==> src/rtl/sfc_pkg.sv <==
package sfc_pkg;
  localparam int WORD_W = 32;

  // word indices (byte offset / 4)
  localparam int IX_DRD  = 0;
  localparam int IX_DWR  = 1;
  localparam int IX_UCFG = 2;
  localparam int IX_CTS  = 3;
  localparam int IX_CMD  = 4;
  localparam int IX_ADR  = 5;
  localparam int IX_PCFG = 6;
  localparam int WD_BASE = 8;
  localparam int RD_BASE = 12;
  localparam int PCMD_BASE = 16;
  localparam int IX_GCFG = 30;

  // field positions
  localparam int GLOCK_BIT  = 31;
  localparam int CMLOCK_BIT = 30;
  localparam logic [WORD_W-1:0] CMLOCK_MASK = 32'h0000_0403;
  localparam int RDY_BIT  = 24;
  localparam int SWCS_BIT = 16;
  localparam int DEV_LO   = 8;
  localparam int EXEC_BIT = 0;

  // reset values
  localparam logic [WORD_W-1:0] RST_DRD  = 32'h0300_100B;
  localparam logic [WORD_W-1:0] RST_DWR  = 32'h0300_0002;
  localparam logic [WORD_W-1:0] RST_UCFG = 32'h0000_0400;
  localparam logic [WORD_W-1:0] RST_CTS  = 32'h0001_0000;
  localparam logic [WORD_W-1:0] RST_CMD  = 32'h0000_000B;
  localparam logic [WORD_W-1:0] RST_GCFG = 32'h0000_000B;

  typedef logic [WORD_W-1:0] word_t;
endpackage

==> src/rtl/sfc_lock_filter.sv <==
module sfc_lock_filter
  import sfc_pkg::*;
(
  input  logic       glock,
  input  logic [2:0] hit_in,     // {ucfg, dwr, drd} write hits
  output logic [2:0] en_out,
  input  word_t      ucfg_cur,
  input  word_t      wdata,
  output word_t      ucfg_next
);
  // the global lock gates all three configuration words at once
  assign en_out = glock ? 3'b000 : hit_in;

  // the sub-lock keeps the protected fields and lets the rest through
  always_comb begin
    if (ucfg_cur[CMLOCK_BIT])
      ucfg_next = (wdata & ~CMLOCK_MASK) | (ucfg_cur & CMLOCK_MASK);
    else
      ucfg_next = wdata;
  end
endmodule

==> src/rtl/sfc_word_array.sv <==
module sfc_word_array
  import sfc_pkg::*;
#(
  parameter int N     = 4,
  parameter int BASE  = 8,
  parameter int IDX_W = 5
) (
  input  logic                   clk,
  input  logic                   rst,
  input  logic                   wr_en,
  input  logic [IDX_W-1:0]       widx,
  input  word_t                  wdata,
  output logic [N-1:0][WORD_W-1:0] words
);
  for (genvar i = 0; i < N; i++) begin : g_word
    localparam logic [IDX_W-1:0] MY_IX = IDX_W'(BASE + i);
    always_ff @(posedge clk) begin
      if (rst)
        words[i] <= '0;
      else if (wr_en && widx == MY_IX)
        words[i] <= wdata;
    end
  end
endmodule

==> src/rtl/sfc_ctl_status.sv <==
module sfc_ctl_status
  import sfc_pkg::*;
#(
  parameter int NUM_CS = 2
) (
  input  logic              clk,
  input  logic              rst,
  input  logic              wr_en,
  input  word_t             wdata,
  input  logic              seq_ack,
  input  logic              seq_done,
  output word_t             cts,
  output logic              seq_req,
  output logic [NUM_CS-1:0] cs_n
);
  word_t cts_nx;
  logic  start;
  logic  cs_fall, cs_rise;
  logic [1:0] dev;

  assign dev     = wdata[DEV_LO+1:DEV_LO];
  assign start   = wr_en && wdata[EXEC_BIT] && !cts[EXEC_BIT];
  assign cs_fall = wr_en && cts[SWCS_BIT] && !wdata[SWCS_BIT];
  assign cs_rise = wr_en && !cts[SWCS_BIT] && wdata[SWCS_BIT]
                   && !(wdata[EXEC_BIT] || cts[EXEC_BIT]);

  always_comb begin
    cts_nx = cts;
    if (wr_en) begin
      cts_nx = wdata;
      cts_nx[RDY_BIT]  = wdata[RDY_BIT] ? 1'b0 : cts[RDY_BIT];
      cts_nx[EXEC_BIT] = cts[EXEC_BIT] | wdata[EXEC_BIT];
    end
    if (seq_done) begin
      cts_nx[RDY_BIT]  = 1'b1;
      cts_nx[EXEC_BIT] = 1'b0;
    end
  end

  always_ff @(posedge clk) begin
    if (rst) begin
      cts     <= RST_CTS;
      seq_req <= 1'b0;
    end else begin
      cts <= cts_nx;
      if (start)        seq_req <= 1'b1;
      else if (seq_ack) seq_req <= 1'b0;
    end
  end

  for (genvar i = 0; i < NUM_CS; i++) begin : g_cs
    always_ff @(posedge clk) begin
      if (rst)          cs_n[i] <= 1'b1;
      else if (cs_fall) cs_n[i] <= !(int'(dev) == i);
      else if (cs_rise) cs_n[i] <= 1'b1;
    end
  end


  exec_hold_chk: assert property (@(posedge clk) disable iff (rst)
    (cts[EXEC_BIT] && !seq_done) |=> cts[EXEC_BIT]);

  rdy_keep_chk: assert property (@(posedge clk) disable iff (rst)
    (cts[RDY_BIT] && !(wr_en && wdata[RDY_BIT])) |=> cts[RDY_BIT]);

  req_hold_chk: assert property (@(posedge clk) disable iff (rst)
    (seq_req && !seq_ack) |=> seq_req);

  cs_onehot_chk: assert property (@(posedge clk) disable iff (rst)
    $onehot0(~cs_n));

  cs_busy_chk: assert property (@(posedge clk) disable iff (rst)
    (cts[EXEC_BIT] && !cs_fall) |=> $stable(cs_n));
endmodule

==> src/rtl/sflash_cfg_bank.sv <==
module sflash_cfg_bank
  import sfc_pkg::*;
#(
  parameter int ADDR_W = 7,
  parameter int NUM_CS = 2,
  parameter int WD_N   = 4,
  parameter int RD_N   = 4,
  parameter int PROT_N = 10
) (
  input  logic                   clk,
  input  logic                   rst,
  input  logic                   bus_en,
  input  logic                   bus_we,
  input  logic [ADDR_W-1:0]      bus_addr,
  input  logic [WORD_W-1:0]      bus_wdata,
  output logic [WORD_W-1:0]      bus_rdata,
  output logic [NUM_CS-1:0]      cs_n,
  output logic                   seq_req,
  input  logic                   seq_ack,
  input  logic                   seq_done,
  input  logic [RD_N*WORD_W-1:0] seq_rd_data,
  output logic [WORD_W-1:0]      drd_cfg,
  output logic [WORD_W-1:0]      dwr_cfg,
  output logic [WORD_W-1:0]      uma_cfg,
  output logic [WORD_W-1:0]      uma_cmd,
  output logic [WORD_W-1:0]      uma_addr,
  output logic [WD_N*WORD_W-1:0] uma_wdata
);
  localparam int IDX_W = ADDR_W - 2;

  logic             wr;
  logic [IDX_W-1:0] widx;
  assign wr   = bus_en && bus_we;
  assign widx = bus_addr[ADDR_W-1:2];

  function automatic logic hit(input int ix);
    return widx == IDX_W'(ix);
  endfunction

  word_t drd_q, dwr_q, ucfg_q, cmd_q, adr_q, pcfg_q, gcfg_q, cts_q, ucfg_nx;
  logic [RD_N-1:0][WORD_W-1:0]   rd_q;
  logic [WD_N-1:0][WORD_W-1:0]   wd_w;
  logic [PROT_N-1:0][WORD_W-1:0] pc_w;
  logic [2:0] cfg_en;

  sfc_lock_filter u_lock (
    .glock     (gcfg_q[GLOCK_BIT]),
    .hit_in    ({hit(IX_UCFG), hit(IX_DWR), hit(IX_DRD)} & {3{wr}}),
    .en_out    (cfg_en),
    .ucfg_cur  (ucfg_q),
    .wdata     (bus_wdata),
    .ucfg_next (ucfg_nx)
  );

  sfc_ctl_status #(.NUM_CS(NUM_CS)) u_ctl (
    .clk      (clk),
    .rst      (rst),
    .wr_en    (wr && hit(IX_CTS)),
    .wdata    (bus_wdata),
    .seq_ack  (seq_ack),
    .seq_done (seq_done),
    .cts      (cts_q),
    .seq_req  (seq_req),
    .cs_n     (cs_n)
  );

  sfc_word_array #(.N(WD_N), .BASE(WD_BASE), .IDX_W(IDX_W)) u_wdata (
    .clk (clk), .rst (rst), .wr_en (wr), .widx (widx),
    .wdata (bus_wdata), .words (wd_w)
  );

  sfc_word_array #(.N(PROT_N), .BASE(PCMD_BASE), .IDX_W(IDX_W)) u_prot (
    .clk (clk), .rst (rst), .wr_en (wr), .widx (widx),
    .wdata (bus_wdata), .words (pc_w)
  );

  always_ff @(posedge clk) begin
    if (rst) begin
      drd_q  <= RST_DRD;
      dwr_q  <= RST_DWR;
      ucfg_q <= RST_UCFG;
      cmd_q  <= RST_CMD;
      adr_q  <= '0;
      pcfg_q <= '0;
      gcfg_q <= RST_GCFG;
      rd_q   <= '0;
    end else begin
      if (cfg_en[0]) drd_q  <= bus_wdata;
      if (cfg_en[1]) dwr_q  <= bus_wdata;
      if (cfg_en[2]) ucfg_q <= ucfg_nx;
      if (wr && hit(IX_CMD))  cmd_q  <= bus_wdata;
      if (wr && hit(IX_ADR))  adr_q  <= bus_wdata;
      if (wr && hit(IX_PCFG)) pcfg_q <= bus_wdata;
      if (wr && hit(IX_GCFG)) gcfg_q <= bus_wdata;
      if (seq_done)           rd_q   <= seq_rd_data;
    end
  end

  word_t rmux;
  always_comb begin
    int wi;
    wi   = int'(widx);
    rmux = '0;
    if (wi == IX_DRD)       rmux = drd_q;
    else if (wi == IX_DWR)  rmux = dwr_q;
    else if (wi == IX_UCFG) rmux = ucfg_q;
    else if (wi == IX_CTS)  rmux = cts_q;
    else if (wi == IX_CMD)  rmux = cmd_q;
    else if (wi == IX_ADR)  rmux = adr_q;
    else if (wi == IX_PCFG) rmux = pcfg_q;
    else if (wi == IX_GCFG) rmux = gcfg_q;
    else if (wi >= WD_BASE && wi < WD_BASE + WD_N)
      rmux = wd_w[wi - WD_BASE];
    else if (wi >= RD_BASE && wi < RD_BASE + RD_N)
      rmux = rd_q[wi - RD_BASE];
    else if (wi >= PCMD_BASE && wi < PCMD_BASE + PROT_N)
      rmux = pc_w[wi - PCMD_BASE];
  end

  always_ff @(posedge clk) begin
    if (rst)                  bus_rdata <= '0;
    else if (bus_en && !bus_we) bus_rdata <= rmux;
  end

  assign drd_cfg   = drd_q;
  assign dwr_cfg   = dwr_q;
  assign uma_cfg   = ucfg_q;
  assign uma_cmd   = cmd_q;
  assign uma_addr  = adr_q;
  assign uma_wdata = wd_w;


  glock_drd_chk: assert property (@(posedge clk) disable iff (rst)
    (wr && hit(IX_DRD) && gcfg_q[GLOCK_BIT]) |=> $stable(drd_q));

  glock_ucfg_chk: assert property (@(posedge clk) disable iff (rst)
    (wr && hit(IX_UCFG) && gcfg_q[GLOCK_BIT]) |=> $stable(ucfg_q));

  cmlock_chk: assert property (@(posedge clk) disable iff (rst)
    (ucfg_q[CMLOCK_BIT]) |=> ((ucfg_q & CMLOCK_MASK) == ($past(ucfg_q) & CMLOCK_MASK)));

  rd_ro_chk: assert property (@(posedge clk) disable iff (rst)
    !seq_done |=> $stable(rd_q));
endmodule

==> config.mk <==
export PLATFORM = sky130hd
export DESIGN_NAME = sflash_cfg_bank
export DESIGN_NICKNAME = d
export VERILOG_FILES = /design/src/rtl/sfc_pkg.sv /design/src/rtl/sfc_lock_filter.sv /design/src/rtl/sfc_word_array.sv /design/src/rtl/sfc_ctl_status.sv /design/src/rtl/sflash_cfg_bank.sv
export SDC_FILE = /design/constraint.sdc
export NUM_CORES = 2
export LEC_CHECK = 0
export BUFFER_PORTS_ARGS = -buffer_cell sky130_fd_sc_hd__clkbuf_2
export CORE_MARGIN = 4
export CORE_UTILIZATION = 35
export CTS_BUF_LIST = sky130_fd_sc_hd__clkbuf_2
export DETAILED_ROUTE_END_ITERATION = 6
export PLACE_DENSITY = 0.49
export SETUP_SLACK_MARGIN = 0.5
export SYNTH_ARGS = -nofsm -noshare
export SYNTH_HDL_FRONTEND = slang
export SYNTH_SLANG_ARGS = --single-unit
==> constraint.sdc <==
create_clock -name clk -period 2.65 [get_ports clk]
set_clock_uncertainty 0.2 [all_clocks]
set_input_delay 0.1325 -clock clk [delete_from_list [all_inputs] [get_ports clk]]
set_output_delay 0.1325 -clock clk [all_outputs]
set_load 0.005 [all_outputs]
[Word-level counts from Yosys, hierarchy flattened]
Cells that the tools add are included.
Word-level totals
  register bits: 867
  latch bits: 0
  memory bits (writable): 0
  ROM bits: 0
  input bits: 173
  word-level logic and storage cells: 154
  memories kept: 0
Operators by class
  $add $sub $neg: 3
  multipliers: 0
  div/mod/pow operators: 0
  $lt $le $gt $ge: 9
  equal/unequal tests: 29
  shift operators: 0
  muxes and demuxes: 30
  bitwise gates (word level): 3
  reductions and logical operators: 48
Operator list (count)
  $mux W32: 18
  $bmux W32 S2: 2
  $bmux W32 S4: 1
  $eq A5 B5 Y1 const B: 11
  $eq A5 B4 Y1 const B: 7
  $or A32 B11 Y32: 1
  $logic_and A1 B1 Y1: 31
  $eq A5 B3 Y1 const B: 5
  $mux W25: 1
  $eq A5 B2 Y1 const B: 4
  $lt A6 B4 Y1 const B: 2
  $sub A5 B4 Y6 const B: 2
  $ge A5 B4 Y1 const B: 2
  $logic_not A5 Y1: 2
  $lt A5 B5 Y1 const B: 2
  $reduce_bool A2 Y1: 4
  $logic_not A1 Y1: 7
  $mux W1: 7
  $lt A6 B6 Y1 const B: 1
  $sub A5 B5 Y6 const B: 1
  $eq A5 B1 Y1 const B: 1
  $ge A5 B5 Y1 const B: 1
  $lt A5 B4 Y1 const B: 1
  $and A3 B3 Y3: 1
  7 further kinds: 7

[Depth between registers and ports, before layout]
  depth after elaboration: 15
  gate-level depth with buffers: 10

[Modules after synthesis]
From an unflattened synthesis, not the netlist that was laid out.
Second synthesis, totals
  cell total of the unflattened synthesis: 4056
  area total of the unflattened synthesis: 39874.5 um2
Modules (own cells, without submodules)
  sflash_cfg_bank: instances 1, cells an instance 2289, area each 20562.2 um2
  sfc_word_array at u_prot: instances 1, cells an instance 1118, area each 12617.1 um2
  sfc_word_array at u_wdata: instances 1, cells an instance 493, area each 5099.9 um2
  sfc_ctl_status: instances 1, cells an instance 121, area each 1325.0 um2
  sfc_lock_filter: instances 1, cells an instance 35, area each 270.3 um2

[Worst setup path after synthesis]
Ideal clock, no wire load.
  path type: input to register
  start: in bus_addr[3]
  end: reg bus_rdata[7]
  library setup time: 0.135 ns
  data arrival time: 1.660 ns
  slack: 0.654 ns
  stages on the path: 7
  path buffers: 2
  cells stage by stage: buf_2 clkbuf_1 mux4_2 mux2_2 o211a_1 o221ai_1 a221oi_2
On the way
  cells in the longest elaborated chain, start to end: 15
RTL lines
  start, declared: RTL line sflash_cfg_bank.sv:14  | input logic [ADDR_W-1:0] bus_addr,
  $sub A5 B5 Y6: RTL line sflash_cfg_bank.sv:117  | rmux = pc_w[wi - PCMD_BASE];
  $bmux W32 S4: RTL line sflash_cfg_bank.sv:117
  $mux W32 (not written as such) (2 in series): RTL line sflash_cfg_bank.sv:117
  $mux W32: RTL line sflash_cfg_bank.sv:116  | else if (wi >= PCMD_BASE && wi < PCMD_BASE + PROT_N)
  $mux W32: RTL line sflash_cfg_bank.sv:114  | else if (wi >= RD_BASE && wi < RD_BASE + RD_N)
  $mux W32: RTL line sflash_cfg_bank.sv:112  | else if (wi >= WD_BASE && wi < WD_BASE + WD_N)
  $mux W32: RTL line sflash_cfg_bank.sv:111  | else if (wi == IX_GCFG) rmux = gcfg_q;
  $mux W32: RTL line sflash_cfg_bank.sv:110  | else if (wi == IX_PCFG) rmux = pcfg_q;
  $mux W32: RTL line sflash_cfg_bank.sv:109  | else if (wi == IX_ADR) rmux = adr_q;
  $mux W32: RTL line sflash_cfg_bank.sv:108  | else if (wi == IX_CMD) rmux = cmd_q;
  $mux W32: RTL line sflash_cfg_bank.sv:107  | else if (wi == IX_CTS) rmux = cts_q;
  $mux W32: RTL line sflash_cfg_bank.sv:106  | else if (wi == IX_UCFG) rmux = ucfg_q;
  $mux W32: RTL line sflash_cfg_bank.sv:105  | else if (wi == IX_DWR) rmux = dwr_q;
  $mux W32 (*): RTL line sflash_cfg_bank.sv:104  | if (wi == IX_DRD) rmux = drd_q;
  end signal, assigned: RTL line sflash_cfg_bank.sv:122  | else if (bus_en && !bus_we) bus_rdata <= rmux;
  end, declared: RTL line sflash_cfg_bank.sv:16  | output logic [WORD_W-1:0] bus_rdata,
Mark *: on every way between the ends. The rest lies on a longest branch, timed or not. The select of a mux whose other input is x is not followed.
A chain may end at the register's enable or synchronous reset.

[Final worst setup path]
  start: in bus_addr[3]
  end: reg u_wdata.words[28] in the netlist's numbering
On the way
  cells in the longest elaborated chain, start to end: 2
RTL lines
  $eq A5 B4 Y1: RTL line sfc_word_array.sv:20  | else if (wr_en && widx == MY_IX)
  $logic_and A1 B1 Y1: RTL line sfc_word_array.sv:20
  end signal, assigned by index: RTL line sfc_word_array.sv:21  | words[i] <= wdata;
  end, declared: RTL line sfc_word_array.sv:13  | output logic [N-1:0][WORD_W-1:0] words
No other way between the ends.

==> metrics.txt <==
# TYPE chip_impl_metric gauge
chip_impl_metric{name="drcViolationCount",unit=""} 2
chip_impl_metric{name="max_cap_violations",unit=""} 0
chip_impl_metric{name="slew_headroom",unit="%"} 28.0
chip_impl_metric{name="global_route.usage.met2",unit="%"} 53.8
chip_impl_info{name="layout_top_registers",value="u_prot.words: 320 flops, rd_q: 128 flops, u_wdata.words: 128 flops"} 1
chip_impl_metric{name="syn-num-nets",unit=""} 4919
chip_impl_metric{name="worstRegToRegCells",unit=""} 5
chip_impl_metric{name="synth-seq-area-share",unit="%"} 45.1
chip_impl_info{name="outcome",value="finished with violations"} 1
chip_impl_metric{name="cell_internal_pwr",unit="W"} 0.0186
chip_impl_metric{name="initial_utilization",unit="%"} 35.3
chip_impl_info{name="violations",value="design-rule violations, negative hold slack"} 1
chip_impl_metric{name="routed_via_density",unit=""} 5.56
chip_impl_metric{name="leakage",unit="nW"} 22.5
chip_impl_metric{name="routed-via-count",unit=""} 43392
chip_impl_metric{name="fin_ws",unit="ns"} 0.0695
chip_impl_metric{name="clkSlewWorstSetupHoldPaths",unit="ns"} 0.11
chip_impl_info{name="grt_setup_unrepaired",value="yes"} 1
chip_impl_metric{name="detail_route.first_pass.iterations",unit=""} 7
chip_impl_metric{name="yosysUniqueCellTypes",unit=""} 78
chip_impl_metric{name="p_per_area",unit="nW/um2"} 478
chip_impl_metric{name="syn_inst",unit=""} 4746
chip_impl_info{name="worst_setup_path_end_kind",value="flop"} 1
chip_impl_metric{name="row_count",unit=""} 121
chip_impl_info{name="cts_tree",value="built"} 1
chip_impl_metric{name="timing.critical_path.arrival",unit="ns"} 3.90
chip_impl_metric{name="net_switching_power_of_the_design",unit="W"} 0.00857
chip_impl_metric{name="required",unit="ns"} 3.97
chip_impl_metric{name="max-vdd-ir-drop",unit="uV"} 339
chip_impl_metric{name="netlist_area_pre_place",unit="um2"} 38500
chip_impl_metric{name="final_period_minus_worst_setup_slack",unit="ns"} 2.58
chip_impl_metric{name="largest_fanout_of_any_net_on_the_critical_path",unit=""} 25
chip_impl_metric{name="synth_enable_flop_cells",unit=""} 0
chip_impl_metric{name="sequentialPowerShare",unit="%"} 48.9
chip_impl_metric{name="clkSinkCount",unit=""} 867
chip_impl_info{name="clock_tree.root_cell",value="sky130_fd_sc_hd__clkbuf_2"} 1
chip_impl_metric{name="clk_latency",unit="ns"} 1.62
chip_impl_metric{name="finalWirelength",unit="um"} 210000
chip_impl_metric{name="yosysWarningCount",unit=""} 0
chip_impl_metric{name="die-width",unit="um"} 340
chip_impl_info{name="post_synth_main_area_contributors",value="sky130_fd_sc_hd__dfxtp_1 (45%), sky130_fd_sc_hd__nand2_1 (14%), sky130_fd_sc_hd__a21oi_1 (10%)"} 1
chip_impl_metric{name="yosys_register_bits",unit=""} 867
chip_impl_metric{name="max_clock_freq",unit="GHz"} 0.388
chip_impl_metric{name="largest_register_ff_count",unit=""} 320
chip_impl_metric{name="fin_total_pwr",unit="W"} 0.0272
chip_impl_info{name="busiest_grt_layer",value="met2"} 1
chip_impl_metric{name="final.hold.worst_slack",unit="ns"} -0.0151
chip_impl_info{name="critPathLaunchType",value="input port"} 1
chip_impl_metric{name="coreArea",unit="um2"} 109000
chip_impl_info{name="hold_path_class",value="in -> reg"} 1
chip_impl_info{name="most_used_flip_flop_cell_after_synthesis",value="sky130_fd_sc_hd__dfxtp_1"} 1
chip_impl_metric{name="power.clock.fraction",unit="%"} 36.5
chip_impl_info{name="top_register",value="u_prot.words"} 1
chip_impl_metric{name="avgRoutedWirePerCell",unit="um"} 26.9
chip_impl_metric{name="drt_iter0_drc",unit=""} 4587
chip_impl_metric{name="cts_made_buffers",unit=""} 229
chip_impl_metric{name="maxSlewViolCount",unit=""} 0
chip_impl_metric{name="ant_nets",unit=""} 0
chip_impl_metric{name="grt_pass1_wl",unit="um"} 291000
chip_impl_metric{name="setup_violations",unit=""} 0
chip_impl_metric{name="dpl_ws",unit="ns"} -0.0899
chip_impl_metric{name="first_global_vias",unit=""} 41723
chip_impl_metric{name="place.detailed.hpwl",unit="um"} 131000
chip_impl_metric{name="avgSynthCellArea",unit="um2"} 8.11
chip_impl_info{name="synth_area_leader_cell",value="sky130_fd_sc_hd__dfxtp_1"} 1
chip_impl_metric{name="proportion_of_power_drawn_by_combinational_gates",unit="%"} 14.6
chip_impl_info{name="setup.worst_path.class",value="in -> reg"} 1
chip_impl_metric{name="layout.core_utilization",unit="%"} 52.2
chip_impl_metric{name="worstMarginPinSlew",unit="ns"} 1.08
chip_impl_metric{name="finalHoldViolations",unit=""} 2
chip_impl_metric{name="cts-root-to-sink-buffers",unit=""} 3
chip_impl_metric{name="fraction_of_power_spent_switching_nets",unit="%"} 31.5
chip_impl_metric{name="final.period_utilization",unit="%"} 97.4
chip_impl_metric{name="groute.usage.overall",unit="%"} 33.9
chip_impl_metric{name="count_of_input_and_output_buffers",unit=""} 493
chip_impl_metric{name="met1_track_utilization_from_global_routing",unit="%"} 41.4
chip_impl_metric{name="grt-ovfl-total",unit=""} 0
chip_impl_metric{name="drive_gt1_share",unit="%"} 31.8
chip_impl_metric{name="die-height",unit="um"} 340
chip_impl_metric{name="io-pin-count",unit=""} 496
chip_impl_metric{name="gp_congestion",unit=""} 0.967
chip_impl_metric{name="num-nets-final",unit=""} 6392
chip_impl_metric{name="hold_path_depth",unit=""} 8
chip_impl_metric{name="die-area",unit="um2"} 115000
chip_impl_metric{name="cts.htree.levels",unit=""} 4
chip_impl_metric{name="share_of_the_synthesized_area_in_the_top_cell_type",unit="%"} 45.1
chip_impl_metric{name="layout-area-overhead-vs-synth",unit="%"} 48.0
chip_impl_metric{name="largest_net_degree_at_the_start_of_global_routing",unit=""} 75
chip_impl_metric{name="postSynth.asyncResetShare",unit="%"} 0
chip_impl_metric{name="grt.met3_usage",unit="%"} 8.22
chip_impl_metric{name="grt_antenna_before_repair",unit=""} 11
-- power by group through the flow --
stage	combinational (W)	sequential [W]	clock, W
after global placement	0.00276	0.0136	0
final	0.00399	0.0133	0.00992
after CTS	0.00366	0.0133	0.00997
after detailed placement	0.00277	0.0136	0
after global routing	0.00408	0.0133	0.0107
after floorplan	0.00141	0.0136	0
-- stage by stage --
step | setup TNS, ns | cell area (um2) | std cells
global placement | -0.131 | 43800 | 6498
global route | 0 | 56900 | 7808
finish | 0 | 56900 | 7811
CTS | -0.0217 | 55200 | 7731
detailed placement | -0.269 | 43800 | 6498
floorplan | 0 | 38500 | 4746
-- path summary, 6_finish.rpt --
| kind | startpoint | endpoint | slack (ns) |
|---|---|---|---|
| hold reg to reg | u_prot.words[167]$_SDFFE_PP0P_ | u_prot.words[167]$_SDFFE_PP0P_ | 0.25 |
| setup reg to reg | u_prot.words[190]$_SDFFE_PP0P_ | bus_rdata[30]$_SDFFE_PP0P_ | 0.54 |
| setup / recovery | bus_addr[3] | u_wdata.words[28]$_SDFFE_PP0P_ | 0.07 |
| hold / removal | bus_addr[4] | bus_rdata[27]$_SDFFE_PP0P_ | -0.02 |
-- kinds of logic after synthesis --
kind of cell,after synthesis,synth area share [%]
buf+inv,465,5.63
mux,345,11.0
flops,867,45.1
simple gates,1893,20.1
compound gates,1176,18.1
-- worst max-delay path, stage by stage --
cell and delay (ns):
sky130_fd_sc_hd__buf_4 0.19, sky130_fd_sc_hd__buf_12 0.14, sky130_fd_sc_hd__dlygate4sd3_1 1.26, sky130_fd_sc_hd__nor2_4 0.29, sky130_fd_sc_hd__buf_4 0.32, sky130_fd_sc_hd__nand2_1 0.13, sky130_fd_sc_hd__buf_12 0.20, sky130_fd_sc_hd__dlygate4sd3_1 0.92
sky130_fd_sc_hd__nand2_1 0.13, sky130_fd_sc_hd__a21oi_1 0.16
-- Yosys cell counts, types with 4 or more instances --
cell type / instances
sky130_fd_sc_hd__a211o_1: 33
sky130_fd_sc_hd__a211oi_1: 44
sky130_fd_sc_hd__a21o_1: 7
sky130_fd_sc_hd__a21oi_1: 769
sky130_fd_sc_hd__a221oi_1: 26
sky130_fd_sc_hd__a221oi_2: 4
sky130_fd_sc_hd__a22oi_1: 29
sky130_fd_sc_hd__a31o_2: 11
sky130_fd_sc_hd__a41oi_2: 11
sky130_fd_sc_hd__buf_1: 25
sky130_fd_sc_hd__buf_2: 96
sky130_fd_sc_hd__buf_4: 19
sky130_fd_sc_hd__buf_6: 15
sky130_fd_sc_hd__buf_8: 6
sky130_fd_sc_hd__clkbuf_1: 295
sky130_fd_sc_hd__dfxtp_1: 867
sky130_fd_sc_hd__inv_1: 5
sky130_fd_sc_hd__mux2_2: 64
sky130_fd_sc_hd__mux2i_1: 225
sky130_fd_sc_hd__mux4_2: 53
sky130_fd_sc_hd__nand2_1: 1473
sky130_fd_sc_hd__nand2b_1: 13
sky130_fd_sc_hd__nand3_1: 48
sky130_fd_sc_hd__nand3b_1: 16
sky130_fd_sc_hd__nand4_1: 18
sky130_fd_sc_hd__nor2_1: 174
sky130_fd_sc_hd__nor2_2: 7
sky130_fd_sc_hd__nor2b_1: 39
sky130_fd_sc_hd__nor3_1: 59
sky130_fd_sc_hd__o211a_1: 6
sky130_fd_sc_hd__o211ai_1: 21
sky130_fd_sc_hd__o21ai_0: 69
sky130_fd_sc_hd__o21ai_1: 17
sky130_fd_sc_hd__o221ai_1: 35
sky130_fd_sc_hd__o22a_1: 19
sky130_fd_sc_hd__o22ai_1: 37
sky130_fd_sc_hd__o2bb2ai_1: 10
sky130_fd_sc_hd__o31ai_1: 10
sky130_fd_sc_hd__or2_2: 6
-- placed cells by master, fill, tap and decap left out, types with 7 or more instances in the layout --
cell type,n
sky130_fd_sc_hd__nand2b_1,12
sky130_fd_sc_hd__nor2_1,161
sky130_fd_sc_hd__dfxtp_4,87
sky130_fd_sc_hd__mux2_2,63
sky130_fd_sc_hd__a21o_1,7
sky130_fd_sc_hd__a22oi_1,29
sky130_fd_sc_hd__dfxtp_1,544
sky130_fd_sc_hd__buf_8,81
sky130_fd_sc_hd__mux4_2,53
sky130_fd_sc_hd__a221oi_1,26
sky130_fd_sc_hd__buf_4,527
sky130_fd_sc_hd__o31ai_1,10
sky130_fd_sc_hd__nand3_1,48
sky130_fd_sc_hd__o21ai_1,17
sky130_fd_sc_hd__o221ai_1,35
sky130_fd_sc_hd__clkbuf_2,634
sky130_fd_sc_hd__nor2_2,19
sky130_fd_sc_hd__clkinv_1,26
sky130_fd_sc_hd__nor3_1,57
sky130_fd_sc_hd__a41oi_2,11
sky130_fd_sc_hd__a211oi_1,44
sky130_fd_sc_hd__o211ai_1,21
sky130_fd_sc_hd__o2bb2ai_1,10
sky130_fd_sc_hd__nand4_1,18
sky130_fd_sc_hd__o22a_1,19
sky130_fd_sc_hd__nand2_1,1472
sky130_fd_sc_hd__o21ai_0,69
sky130_fd_sc_hd__a211o_1,33
sky130_fd_sc_hd__a21oi_1,769
sky130_fd_sc_hd__dlygate4sd3_1,568
sky130_fd_sc_hd__mux2i_1,225
sky130_fd_sc_hd__buf_12,101
sky130_fd_sc_hd__buf_6,147
sky130_fd_sc_hd__dfxtp_2,236
sky130_fd_sc_hd__nand3b_1,16
sky130_fd_sc_hd__nor2b_1,37
sky130_fd_sc_hd__a31o_2,11
sky130_fd_sc_hd__o22ai_1,37
-- area by class of cell --
class / count / area [um2]
Antenna cell: 4 / 10.0
Multi-Input combinational cell: 3414 / 19100
Tap cell: 1414 / 1770
Inverter: 5 / 18.8
Clock buffer: 362 / 1810
Clock inverter: 43 / 254
Sequential cell: 867 / 18000
Fill cell: 10045 / 52100
Timing Repair Buffer: 1702 / 16000
-- timing repair --
item / in CTS / in global routing
pin swaps: 0 / 2
hold buffers: 560 / 53
endpoints found under the hold margin: 867 / 731
resized for setup: 515 / 312
endpoints found under the setup margin: 323 / 544
setup buffers: 268 / 29
-- layer usage --
| layer | vias up | routed length [um] |
|---|---|---|
| met4 | 8 | 15500 |
| li1 | 19328 | - |
| met5 | - | 46 |
| met1 | 21007 | 79700 |
| met2 | 2397 | 94200 |
| met3 | 652 | 20300 |
Note: power is estimated with default switching activity, not from simulation.
